$ cat src/rtl/rot_seq_pkg.sv
package rot_seq_pkg;
  localparam int NPH  = 4;
  localparam int PW   = $clog2(NPH);
  localparam int EXPW = 2;
  // offsets from the integrating bank, modulo NPH
  localparam int READ_LAG = 2;
  typedef logic [PW-1:0] phase_t;
  localparam phase_t READ_OFS = phase_t'(NPH - READ_LAG);
  localparam phase_t CLR_OFS  = phase_t'(1);
endpackage

$ cat src/rtl/rot_step_timer.sv
module rot_step_timer #(
  parameter int TICKS = 4,
  localparam int TW = $clog2(TICKS)
) (
  input  logic          clk,
  input  logic          rst_n,
  output logic [TW-1:0] tick_nx,
  output logic          step_adv
);
  logic [TW-1:0] tick_q;

  always_comb begin
    step_adv = (tick_q == TW'(TICKS - 1));
    tick_nx  = step_adv ? '0 : tick_q + TW'(1);
  end

  always_ff @(posedge clk or negedge rst_n) begin
    if (!rst_n) tick_q <= '0;
    else        tick_q <= tick_nx;
  end

  // step boundary is followed by tick 0 and then not another boundary
  p_step_spacing_r2: assert property (@(posedge clk) disable iff (!rst_n)
    step_adv |=> !step_adv);
endmodule

$ cat src/rtl/rot_phase_ring.sv
module rot_phase_ring
  import rot_seq_pkg::*;
(
  input  logic           clk,
  input  logic           rst_n,
  input  logic           step_adv,
  output phase_t         phase_nx,
  output logic           valid_nx,
  output logic [NPH-1:0] integ_o,
  output logic [NPH-1:0] rst_cap_o,
  output logic [NPH-1:0] rst_cmp_o
);
  localparam int FW = $clog2(READ_LAG + 1);
  localparam logic [NPH-1:0] INTEG_RST = NPH'(1);
  localparam logic [NPH-1:0] CLR_RST   = NPH'(1) << CLR_OFS;

  phase_t          phase_q;
  phase_t          clr_nx;
  logic [FW-1:0]   fill_q, fill_nx;
  logic [NPH-1:0]  integ_nx, cap_nx, cmp_nx;

  always_comb begin
    phase_nx = step_adv ? phase_q + phase_t'(1) : phase_q;
    fill_nx  = fill_q;
    if (step_adv && fill_q != FW'(READ_LAG)) fill_nx = fill_q + FW'(1);
    valid_nx = (fill_nx == FW'(READ_LAG));
    clr_nx   = phase_nx + CLR_OFS;
  end

  for (genvar g = 0; g < NPH; g++) begin : g_bank
    always_comb begin
      integ_nx[g] = (phase_nx == phase_t'(g));
      cap_nx[g]   = (clr_nx == phase_t'(g));
      cmp_nx[g]   = cap_nx[g] & step_adv;
    end
  end

  always_ff @(posedge clk or negedge rst_n) begin
    if (!rst_n) begin
      phase_q   <= '0;
      fill_q    <= '0;
      integ_o   <= INTEG_RST;
      rst_cap_o <= CLR_RST;
      rst_cmp_o <= CLR_RST;
    end else begin
      phase_q   <= phase_nx;
      fill_q    <= fill_nx;
      integ_o   <= integ_nx;
      rst_cap_o <= cap_nx;
      rst_cmp_o <= cmp_nx;
    end
  end

  p_integ_onehot_r1: assert property (@(posedge clk) disable iff (!rst_n)
    $countones(integ_o) == 1);
  p_integ_rotate_r2: assert property (@(posedge clk) disable iff (!rst_n)
    step_adv |=> integ_o == {$past(integ_o[NPH-2:0]), $past(integ_o[NPH-1])});
  p_integ_hold_r2: assert property (@(posedge clk) disable iff (!rst_n)
    !step_adv |=> $stable(integ_o));
  p_clear_follows_r3: assert property (@(posedge clk) disable iff (!rst_n)
    rst_cap_o == {integ_o[NPH-2:0], integ_o[NPH-1]});
  p_clear_disjoint_r3: assert property (@(posedge clk) disable iff (!rst_n)
    (rst_cap_o & integ_o) == '0);
  p_cmp_within_cap_r4: assert property (@(posedge clk) disable iff (!rst_n)
    (rst_cmp_o & ~rst_cap_o) == '0);
endmodule

$ cat src/rtl/rot_readout.sv
module rot_readout
  import rot_seq_pkg::*;
#(
  parameter int TICKS = 4,
  localparam int TW = $clog2(TICKS)
) (
  input  logic                clk,
  input  logic                rst_n,
  input  logic                step_adv,
  input  phase_t              phase_nx,
  input  logic                valid_nx,
  input  logic [TW-1:0]       tick_nx,
  input  logic [NPH*EXPW-1:0] exp_i,
  output logic [NPH-1:0]      mux_sel_o,
  output phase_t              cap_id_o,
  output logic [EXPW-1:0]     exp_o,
  output logic                data_valid_o,
  output logic                flash_clk_o
);
  localparam int FLASH_LO = TICKS / 4;
  localparam int FLASH_HI = TICKS - TICKS / 4;
  localparam logic [NPH-1:0] SEL_RST = NPH'(1) << READ_OFS;

  logic [EXPW-1:0] exp_arr [NPH];
  phase_t          read_nx;
  logic [NPH-1:0]  sel_nx;
  logic [EXPW-1:0] exp_nx;
  logic            flash_nx;

  for (genvar g = 0; g < NPH; g++) begin : g_lane
    assign exp_arr[g] = exp_i[g*EXPW +: EXPW];
    assign sel_nx[g]  = (read_nx == phase_t'(g));
  end

  always_comb begin
    read_nx  = phase_nx + READ_OFS;
    exp_nx   = valid_nx ? exp_arr[read_nx] : '0;
    flash_nx = (tick_nx >= TW'(FLASH_LO)) && (tick_nx < TW'(FLASH_HI));
  end

  always_ff @(posedge clk or negedge rst_n) begin
    if (!rst_n) begin
      mux_sel_o    <= SEL_RST;
      cap_id_o     <= READ_OFS;
      data_valid_o <= 1'b0;
      flash_clk_o  <= 1'b0;
    end else begin
      mux_sel_o    <= sel_nx;
      cap_id_o     <= read_nx;
      data_valid_o <= valid_nx;
      flash_clk_o  <= flash_nx;
    end
  end

  // range code register: clock enable at step boundaries only
  always_ff @(posedge clk or negedge rst_n) begin
    if (!rst_n)        exp_o <= '0;
    else if (step_adv) exp_o <= exp_nx;
  end

  p_valid_sticky_r6: assert property (@(posedge clk) disable iff (!rst_n)
    data_valid_o |=> data_valid_o);
  p_id_advance_r5: assert property (@(posedge clk) disable iff (!rst_n)
    step_adv |=> cap_id_o == $past(cap_id_o) + phase_t'(1));
  p_sel_matches_id_r5: assert property (@(posedge clk) disable iff (!rst_n)
    $onehot(mux_sel_o) && mux_sel_o[cap_id_o]);
  p_exp_hold_r7: assert property (@(posedge clk) disable iff (!rst_n)
    !step_adv |=> $stable(exp_o));
  p_exp_quiet_r7: assert property (@(posedge clk) disable iff (!rst_n)
    !data_valid_o |-> exp_o == '0);
  p_flash_low_at_start_r8: assert property (@(posedge clk) disable iff (!rst_n)
    step_adv |=> !flash_clk_o);
endmodule

$ cat src/rtl/rot_sequencer.sv
module rot_sequencer
  import rot_seq_pkg::*;
#(
  parameter int TICKS = 4
) (
  input  logic                clk,
  input  logic                rst_n,
  input  logic [NPH*EXPW-1:0] exp_i,
  output logic [NPH-1:0]      integ_o,
  output logic [NPH-1:0]      rst_cap_o,
  output logic [NPH-1:0]      rst_cmp_o,
  output logic [NPH-1:0]      mux_sel_o,
  output logic [PW-1:0]       cap_id_o,
  output logic [EXPW-1:0]     exp_o,
  output logic                data_valid_o,
  output logic                flash_clk_o
);
  localparam int TW = $clog2(TICKS);

  logic [TW-1:0] tick_nx;
  logic          step_adv;
  phase_t        phase_nx;
  logic          valid_nx;

  rot_step_timer #(.TICKS(TICKS)) u_timer (
    .clk      (clk),
    .rst_n    (rst_n),
    .tick_nx  (tick_nx),
    .step_adv (step_adv)
  );

  rot_phase_ring u_ring (
    .clk       (clk),
    .rst_n     (rst_n),
    .step_adv  (step_adv),
    .phase_nx  (phase_nx),
    .valid_nx  (valid_nx),
    .integ_o   (integ_o),
    .rst_cap_o (rst_cap_o),
    .rst_cmp_o (rst_cmp_o)
  );

  rot_readout #(.TICKS(TICKS)) u_read (
    .clk          (clk),
    .rst_n        (rst_n),
    .step_adv     (step_adv),
    .phase_nx     (phase_nx),
    .valid_nx     (valid_nx),
    .tick_nx      (tick_nx),
    .exp_i        (exp_i),
    .mux_sel_o    (mux_sel_o),
    .cap_id_o     (cap_id_o),
    .exp_o        (exp_o),
    .data_valid_o (data_valid_o),
    .flash_clk_o  (flash_clk_o)
  );

  // integrate and clear never name the read bank
  p_read_isolated_r1: assert property (@(posedge clk) disable iff (!rst_n)
    ((integ_o | rst_cap_o) & mux_sel_o) == '0);
endmodule

$ cat config.mk
export PLATFORM = sky130hd
export DESIGN_NAME = rot_sequencer
export DESIGN_NICKNAME = d
export VERILOG_FILES = /design/src/rtl/rot_seq_pkg.sv /design/src/rtl/rot_step_timer.sv /design/src/rtl/rot_phase_ring.sv /design/src/rtl/rot_readout.sv /design/src/rtl/rot_sequencer.sv
export SDC_FILE = /design/constraint.sdc
export NUM_CORES = 1
export LEC_CHECK = 0
export BUFFER_PORTS_ARGS = -buffer_cell sky130_fd_sc_hd__buf_2
export CAP_MARGIN = 30
export CELL_PAD_IN_SITES_DETAIL_PLACEMENT = 1
export CELL_PAD_IN_SITES_GLOBAL_PLACEMENT = 1
export CORE_UTILIZATION = 38
export CTS_CLUSTER_DIAMETER = 60
export DETAILED_ROUTE_END_ITERATION = 16
export GPL_ROUTABILITY_DRIVEN = 1
export GPL_TIMING_DRIVEN = 1
export HOLD_SLACK_MARGIN = 0.06
export PLACE_DENSITY_LB_ADDON = 0.1
export SKIP_CTS_REPAIR_TIMING = 1
export SLEW_MARGIN = 20
export SYNTH_ARGS = -nofsm -noshare
export SYNTH_HDL_FRONTEND = slang
export SYNTH_SLANG_ARGS = --single-unit
$ cat constraint.sdc
create_clock -name clk -period 2.7 [get_ports clk]
set_input_delay 0.135 -clock clk [delete_from_list [all_inputs] [get_ports clk]]
set_output_delay 0.135 -clock clk [all_outputs]
set_load 0.01 [all_outputs]
Yosys cells after proc, flatten, opt, wreduce, memory -nomap -nowiden
Index checks and enable logic that the tools add are counted.
Operators by class
  reduce and logical (&&, ||, !) cells: 5
  muxes and demuxes: 7
  equal/unequal tests: 12
  add/sub/neg operators: 5
  $lt $le $gt $ge: 3
  bitwise logic cells: 5
Operators by type and width (count)
  2-bit == test, second input constant: 8
  2-bit 2-to-1 mux: 6
  2-bit by 1-bit adder with 2-bit output, second input constant: 4
  2-bit by 1-bit == test with 1-bit output, second input constant: 3
  2-bit zero test: 3
  1-bit AND: 4
  2-bit binary-select mux with 2-bit select: 1
  3-bit >= comparator, second input constant: 1
  2-bit inverter with 3-bit output: 1
  2-bit adder, second input constant: 1
  2-bit by 1-bit >= comparator with 1-bit output, second input constant: 1
  1-bit logical AND: 2
  2-bit less-than comparator, second input constant: 1
  2-bit inequality test, second input constant: 1
Word-level totals
  output and inout bits: 22
  bits of input ports: 10
  word-level logic and storage cells: 48
  bits in registers: 28

Logic depth before layout (Yosys ltp)
Gate-level depths: netlist (run 1).
  word-level depth: 8
  gate-level depth with buffers: 6
  gate-level depth less buffers: 5

Modules after synthesis
A second synthesis (run 1) with hierarchy kept.
Unflattened totals
  cell total of the unflattened synthesis: 65
  area, all modules: 943.4 µm²
Modules (own cells, without submodules)
  rot_phase_ring: cells each 39, area each 515.5 µm², sequential area each 302.8 µm², times used 1
  rot_readout: cells each 22, area each 361.6 µm², sequential area each 252.7 µm², times used 1
  rot_step_timer: cells each 4, area each 66.3 µm², sequential area each 50.0 µm², times used 1

Worst setup path after synthesis (run 1)
Ideal clock, no wire load.
  path type: flip-flop to flip-flop
  start point: register u_ring.fill_q[0]
  end point: register u_read.exp_o[1]
  clock period less this slack: 1.368 ns
  library setup time: 0.095 ns
  required time: 2.605 ns
  slack: 1.332 ns
  stages on the path, launching flop included: 6
  data arrival time: 1.273 ns
  path buffers: 0
  path through: dfrtp_1 inv_1 ha_1 nor3b_1 o21ai_0 o32ai_2
Between the ends
  cells in the longest elaborated chain, start to end: 5
  elaborated cells on any way between the ends: 6
  classes of those cells: add/sub: 1; eq/ne: 2; mux: 2; reduce/logical: 1
Ends and longest elaborated chain
  start: declaration: line rot_phase_ring.sv:19  | logic [FW-1:0] fill_q, fill_nx;
  start signal: assignment: line rot_phase_ring.sv:47  | fill_q <= fill_nx;
  parallel branches: the longest is 2 deep, another holds 2-bit by 1-bit adder with 2-bit output
  2-bit 2-to-1 mux *: line rot_phase_ring.sv:25  | if (step_adv && fill_q != FW'(READ_LAG)) fill_nx = fill_q + FW'(1);
  2-bit == test *: line rot_phase_ring.sv:26  | valid_nx = (fill_nx == FW'(READ_LAG));
  2-bit 2-to-1 mux *: line rot_readout.sv:37  | exp_nx = valid_nx ? exp_arr[read_nx] : '0;
  end signal: assignment: line rot_readout.sv:58  | else if (step_adv) exp_o <= exp_nx;
  end: declaration: line rot_readout.sv:16  | output logic [EXPW-1:0] exp_o,
Mark *: on every way between the ends.
A chain may end at the register's enable or synchronous reset.

Worst setup path in the final report (run 1)
Same ends and word-level chain as after synthesis.

==> results of run 1 <==
sequential cells by signal (all words and copies together) (netlist names), 2 cells and up:
| register | count |
|---|---|
| u_read.mux_sel_o | 2 |
| u_timer.tick_q | 2 |
| u_ring.fill_q | 2 |
| u_ring.rst_cmp_o | 4 |
| u_read.exp_o | 2 |
| u_ring.phase_q | 2 |
worst max-delay path, delay by kind of cell (launching register included):
family	cells	cell delay, ns
buf+inv	1	0.06
flops	1	0.41
fa+ha+maj	1	0.31
compound gates	2	0.41
simple gates	1	0.26
worst min path at each step:
stage,startpoint,end,slack (ns),cells past startpoint
after global placement,rst_n,u_ring.rst_cmp_o[0],0.09,1
after detailed placement,rst_n,u_ring.rst_cmp_o[0],0.1,1
after floorplan,rst_n,u_read.data_valid_o,-0.16,0
final,exp_i[5],u_read.exp_o[1],0.21,3
after CTS,rst_n,u_read.data_valid_o,-0.23,1
after global routing,exp_i[5],u_read.exp_o[1],0.19,3
cells in the mapped netlist, drive strengths merged:
cell type / number / area (sq um)
xor2: 2 / 17.52
or2: 1 / 6.260
nand2: 3 / 11.26
nand3: 1 / 5.000
dfstp: 3 / 78.83
buf: 12 / 91.33
xnor2: 2 / 25.03
o21ai: 3 / 15.01
dfrtp: 16 / 400.4
inv: 5 / 18.77
a21oi: 1 / 5.000
o31ai: 1 / 7.510
and3b: 2 / 17.52
nor4b: 1 / 8.760
ha: 2 / 25.02
nor2: 7 / 26.28
a221o: 1 / 10.01
o22ai: 1 / 6.260
nor3b: 2 / 15.01
nor2b: 2 / 20.02
o32ai: 2 / 25.03
and2: 1 / 6.260
a22o: 1 / 8.760
nand2b: 1 / 6.260
logic make-up after synthesis:
family	Yosys count
XOR/XNOR	4
AND/OR/NAND/NOR	21
adder cells (fa/ha/maj)	2
flip-flops	19
AO/OA/AOI/OAI	10
buffers and inverters	17
power by group:
| part | internal (uW) | switching, uW | total (uW) |
|---|---|---|---|
| combinational | 8.38 | 10.6 | 19.0 |
| sequential | 286 | 0.824 | 287 |
| clock | 57.5 | 82.5 | 140 |
area by class of cell:
class | count | area [sq um] | area share (%)
clock buffer | 4 | 26.28 | 2.652
inverter | 5 | 18.77 | 1.894
multi-input combinational | 37 | 267.8 | 27.02
sequential | 19 | 479.2 | 48.36
tap | 27 | 33.78 | 3.409
timing repair buffer | 32 | 165.2 | 16.67
per-layer routing:
metal | track usage, % | wire [um]
met5 | 0 | 0
met4 | 10.00 | 34
met3 | 3.395 | 71
met2 | 23.74 | 723
met1 | 18.49 | 705
per-stage QoR:
stage,area (sq um),power [uW],worst slack (ns),cells
detailed placement,954.7,311.1,1.183,119
floorplan,857.1,296.3,1.332,73
CTS,980.9,454.3,1.162,123
global route,991.0,471.5,1.040,124
global placement,954.7,310.7,1.219,119
finish,991.0,446.0,1.182,124
layout by cell type (no fill, tap or decap), types with 2 or more instances in the layout:
master	Yosys	final
inv_1	5	5
o21ai_0	3	3
nor3b_1	2	2
clkbuf_4	0	3
dfrtp_1	16	16
nand2_1	3	3
xor2_1	2	2
dfstp_2	3	3
and3b_1	2	2
ha_1	2	2
buf_2	1	31
nor2_1	7	7
==> key figures, run 1 <==
Run status
  • Outcome: finished, final reports clean

Routing
  • Drt pass-1 iters: 2
  • Final Routed Wirelength: ~1.5 mm
  • DRC viols: 0
  • Via/cell ratio: between 4 and 5
  • Initial drt markers: 2
  • Via count: 586
  • DR WL/cell: 12.37 um
  • Final ANT Viol Nets: 0

GRT
  • First-pass GRT wire length: 2.656 mm
  • GR Overflow Total: 0
  • Vias in the first global route: approximately 600
  • Initial antenna violation count: 0
  • Largest net degree at the start of global routing: 20
  • Total GRT Usage: 15.10%

Logic synthesis
  • Number of synthesis warnings: 0
  • Post-synthesis compound-gate area fraction: 9.051%
  • Combinational family with the most area after synthesis: simple AND/OR/NAND/NOR gates
  • Cell Area, Synth: 857.1 sq um
  • Area share of fa/ha/maj cells after synthesis: under 10%
  • Syn nets: 85
  • Cells after Synth: 73
  • Simple-Gate Fraction of Synth Area: approximately 14%
  • Mean post-synth cell area: around 12 sq um
  • Post-synthesis xor/xnor area fraction: under 10%
  • Netlist cell types: 29
  • Yosys reg bits: 19
  • Portion of netlist area occupied by mux cells: 0%
  • Register area share after synthesis: 55.91%

Critical path
  • Crit path arrival time: approximately 1.7 ns
  • R2R setup slack: ~1.2 ns
  • Reg2reg start: u_ring.fill_q[0]
  • Slowest cell on the critical path: dfrtp_1
  • CP Cell Sequence: inv_1 > ha_1 > nor3b_1 > o21ai_0 > o32ai_2
  • Worst setup path startpoint: u_ring.fill_q[0]
  • Crit path capture: u_read.exp_o[1]
  • CP Data Required Time: slightly below 3 ns
  • Critical path class: reg -> reg
  • Slowest stage delay, CP: between 0.4 and 0.5 ns
  • CP Max Fanout: 4
  • CP startpoint kind: register
  • Reg2Reg Depth: 5
  • R2R Path End: u_read.exp_o[1]
  • Crit end category: register

Timing
  • Layout Skew: ~0.003 ns
  • F_max: roughly 660 MHz
  • Sum Neg Setup Slack: 0 ns
  • Rel. slew slack: between 60 and 70%
  • Period utilization: 56.21%
  • Max Transition Viols Final: 0
  • Worst slew pin tran: approximately 0.46 ns
  • Post-layout min period: 1.518 ns
  • Worst hold slack: 0.2132 ns
  • RSZ-0062 raised after global routing: no
  • Hold Vio Cnt, Final: 0
  • Final setup fails: 0

Finish
  • Core Util, Final: 48.53%
  • Layout cell share with drive strength beyond 1: between 40% and 50%
  • Diodes inserted: 0
  • # nets final: 110
  • Area delta synth->final: 15.62%
  • Fill cells: ~250

CTS
  • Num CTS Buffers: 3
  • Clock-pin slew on the worst setup and hold paths: around 0.10 ns
  • CTS tree: done
  • Clk_lat worst skew: 0.29 ns
  • Root Driver: clkbuf_4
  • H-tree levels: 1
  • Clock sink count: 19
  • Bufs on Longest Clock Path: 2

Floorplanning
  • Die ar.: around 0.0024 sq mm
  • Starting Density: roughly two fifths
  • Boundary Pins: 32
  • Die Y: around 49 um
  • Site Rows: 16
  • CORE AREA: approximately 0.002 sq mm
  • Die Width: between 40 and 50 um

Placed design
  • PortBufs: 31
  • Final HPWL DP: 1.186 mm
  • Final Wtd Congestion: 0.7355

Power and ir drop
  • Peak VDD IR: approximately 0.31 mV
  • PD cells: around 450 mW/mm^2
  • Leak Pwr: just over 0.0005 uW

Job
  • Max-cap violations: 0

Worst hold path
  • Worst Hold Class: in -> reg
No activity file was read; power rests on OpenSTA's default activity.
==> inputs of run 2 (changes only) <==
--- a/config.mk
+++ b/config.mk
@@ -5,11 +5,12 @@
 export SDC_FILE = /design/constraint.sdc
 export NUM_CORES = 1
 export LEC_CHECK = 0
+export ABC_AREA = 1
 export BUFFER_PORTS_ARGS = -buffer_cell sky130_fd_sc_hd__buf_2
 export CAP_MARGIN = 30
 export CELL_PAD_IN_SITES_DETAIL_PLACEMENT = 1
 export CELL_PAD_IN_SITES_GLOBAL_PLACEMENT = 1
-export CORE_UTILIZATION = 38
+export CORE_UTILIZATION = 31
 export CTS_CLUSTER_DIAMETER = 60
 export DETAILED_ROUTE_END_ITERATION = 16
 export GPL_ROUTABILITY_DRIVEN = 1
==> constraint.sdc (replaced) <==
create_clock -name clk -period 1.3 [get_ports clk]
set_input_delay 0.065 -clock clk [delete_from_list [all_inputs] [get_ports clk]]
set_output_delay 0.065 -clock clk [all_outputs]
set_load 0.01 [all_outputs]
==> key figures, run 2 <==
Run status
  • Outcome: finished with violations
  • Failing checks: setup timing

Placed design
  • Final HPWL DP: 1.394 mm (+18%)
  • Final Wtd Congestion: 0.7993 (+8.7%)
  • PortBufs: 31 (unchanged)

Logic synthesis
  • Most instantiated library cell after synthesis: nand2_1
  • Netlist cell types: 19 (-34%)
  • Number of synthesis warnings: 0 (unchanged)
  • Syn nets: 107 (+26%)
  • Cells after Synth: 95 (+30%)
  • Register area share after synthesis: 53.57% (-2.3 points)
  • Number of synthesized flops with an enable pin: 0 (unchanged)
  • Yosys reg bits: 19 (unchanged)
  • Cell Area, Synth: 894.6 sq um (+4.4%)
  • Synth top cells by count: nand2_1, dfrtp_1, inv_1, buf_4, nand3_1
  • Main synth FF type: dfrtp_1
  • Synth area leaders: dfrtp_1, dfstp_2, buf_4
  • Ys async rst share: 100.0% (unchanged)
  • Top cell type's share of synthesized area: 44.76% (-2.0 points)
  • Largest area contributor in the netlist: dfrtp_1
  • Mean post-synth cell area: 9.417 sq um (-20%)

Power and ir drop
  • Switching pwr: 206.8 uW (+120%)
  • Total power: 940.8 uW (+110%)
  • Net Sw Frac: 21.98% (+0.92 points)
  • PD cells: 803.3 mW/mm^2 (+78%)
  • Combinational share of power: 4.8% (+0.5 points)
  • Clock share of power: 31.9% (+0.5 points)
  • Leak Pwr: 0.0006780 uW (+31%)
  • Internal: 734.0 uW (+110%)
  • Peak VDD IR: 0.4309 mV (+38%)
  • Part of the power in registers: 63.4% (-0.9 points)

Critical path
  • CP Cell Sequence: ha_4 > buf_6 > nand3b_1 > nand2_2 > nand2_2 > nor2_2 > nand2_1 > nand2_1
  • CP Data Required Time: 1.54 ns (-1.37 ns)
  • CP startpoint kind: register
  • Slowest stage delay, CP: 0.40 ns (about the same)
  • Crit path arrival time: 1.55 ns (-0.18 ns)
  • Critical path class: reg -> reg
  • Reg2reg start: u_timer.tick_q[0]
  • Slowest cell on the critical path: dfrtp_1
  • CP Max Fanout: 6 (+2)
  • Crit end category: register
  • Worst setup path startpoint: u_timer.tick_q[0]

Routing
  • Drt pass-1 iters: 3 (+1)
  • Via/cell ratio: 4.383 (-7.3%)
  • DR WL/cell: 11.52 um (-6.9%)
  • DRC viols: 0 (unchanged)
  • Final ANT Viol Nets: 0 (unchanged)
  • Final Routed Wirelength: 1.866 mm (+22%)
  • Via count: 710 (+21%)
  • Initial drt markers: 8 (+6)

Timing
  • RSZ-0062 raised after global routing: yes
  • Rel. slew slack: 72.29% (+3.3 points)
  • Layout Skew: 0.004684 ns (+0.001724 ns)
  • Worst slew pin tran: 0.4156 ns (-0.04876 ns)
  • Final setup fails: 1 (+1)
  • Hold Vio Cnt, Final: 0 (unchanged)
  • Final worst slack: -0.007098 ns (-1.189 ns)
  • Post-layout min period: 1.307 ns (-0.2106 ns)
  • Period utilization: 100.5% (+44 points)
  • Max Transition Viols Final: 0 (unchanged)
  • F_max: 765.1 MHz (+16%)

Floorplanning
  • Die ar.: 0.003105 sq mm (+27%)
  • CORE AREA: 0.002734 sq mm (+34%)
  • Starting Density: 32.72% (-9.2 points)
  • Site Rows: 19 (+3)
  • Die Width: 55.72 um (+13%)
  • Boundary Pins: 32 (unchanged)
  • Die Y: 55.72 um (+13%)

CTS
  • Root Driver: clkbuf_4
  • Clock-pin slew on the worst setup and hold paths: 0.11 ns (about the same)
  • CTS tree: done
  • Num CTS Buffers: 3 (unchanged)
  • Clock sink count: 19 (unchanged)
  • H-tree levels: 1 (unchanged)
  • Bufs on Longest Clock Path: 2 (unchanged)
  • Clk_lat worst skew: 0.29 ns (about the same)

Finish
  • Layout cell share with drive strength beyond 1: 53.44% (+11 points)
  • Diodes inserted: 0 (unchanged)
  • Most frequent cells in the layout: buf_2, dfrtp_1, nand2_1
  • Largest reg by FF count: u_ring.rst_cmp_o
  • Max FFs per register: 4 (unchanged)
  • Core Util, Final: 42.84% (-5.7 points)
  • # nets final: 144 (+31%)
  • Fill cells: 335 (+37%)
  • Area delta synth->final: 30.91%
  • Most common cell after layout, fill and taps aside: buf_2

GRT
  • GR Overflow Total: 0 (unchanged)
  • Initial antenna violation count: 0 (unchanged)
  • Total GRT Usage: 13.19% (-1.9 points)
  • Vias in the first global route: 682 (+13%)
  • Largest net degree at the start of global routing: 20 (unchanged)
  • First-pass GRT wire length: 3.105 mm (+17%)

Job
  • Max-cap violations: 0 (unchanged)

Worst hold path
  • Worst Hold Class: in -> reg
  • Hold_sp: exp_i[4]
==> run 2: worst paths after layout <==
check	slack, ns	to	cells past startpoint
max	-0.007	u_read.exp_o[1]	8
min	0.20	u_read.exp_o[0]	6
max reg2reg	-0.007	u_read.exp_o[1]	8
min reg2reg	0.50	u_read.exp_o[0]	2
max in group asynchronous	0.75	u_read.cap_id_o[1]	2
min in group asynchronous	0.23	u_ring.integ_o[1]	2
==> run 2: critical path: cells and delay by family, from the launching register on <==
family	cells	cell delay, ns
fa+ha+maj	1	0.23
simple gates	6	0.50
buf+inv	1	0.13
flops	1	0.40
==> run 2: metal layers <==
metal	track usage [%]	share of wire, %	up-vias
met5	0	0	-
li1	-	-	349
met3	3.256	6.1	2
met2	20.31	48	25
met1	17.76	45	334
met4	5.357	0.80	0
==> run 2: per-stage QoR <==
stage	cells	instance area [sq um]	hold WS, ns	setup WS [ns]	setup TNS, ns
final	162	1171	0.1994	-0.007098	-0.007098
after global routing	162	1171	0.2327	-0.1482	-0.3084
after CTS	158	1097	-0.2996	-0.2431	-1.301
after detailed placement	154	1071	0.02835	-0.2124	-1.083
after global placement	154	1071	0.02539	-0.1523	-0.7272
after floorplan	95	899.6	-0.2306	0.01593	0
==> run 2: final cells by class <==
class | count | area, sq um | share of cell area, %
clock buffer | 4 | 26.28 | 2.244
inverter | 18 | 75.07 | 6.410
multi-input combinational | 48 | 307.8 | 26.28
sequential | 19 | 479.2 | 40.92
tap | 31 | 38.79 | 3.312
timing repair buffer | 42 | 244.0 | 20.83
==> run 2: logic make-up (layout without fill, tap and decap cells) <==
group	after synthesis	after routing	share of synthesized area, %
buffers and inverters	28	64	16.78
and+or+nand+nor	45	45	25.87
xor gates and xnor gates	1	1	0.9792
adders and majority gates	2	2	2.797
DFF	19	19	53.57
==> run 2: power groups by stage <==
stage	Sequential, uW	Clock, uW	Combinational [uW]
2_1_floorplan	609	0	13.2
3_3_place_gp	607	0	43.7
3_5_place_dp	607	0	44.7
4_1_cts	596	308	44.8
5_1_grt	597	341	53.4
6_report	596	300	45.0
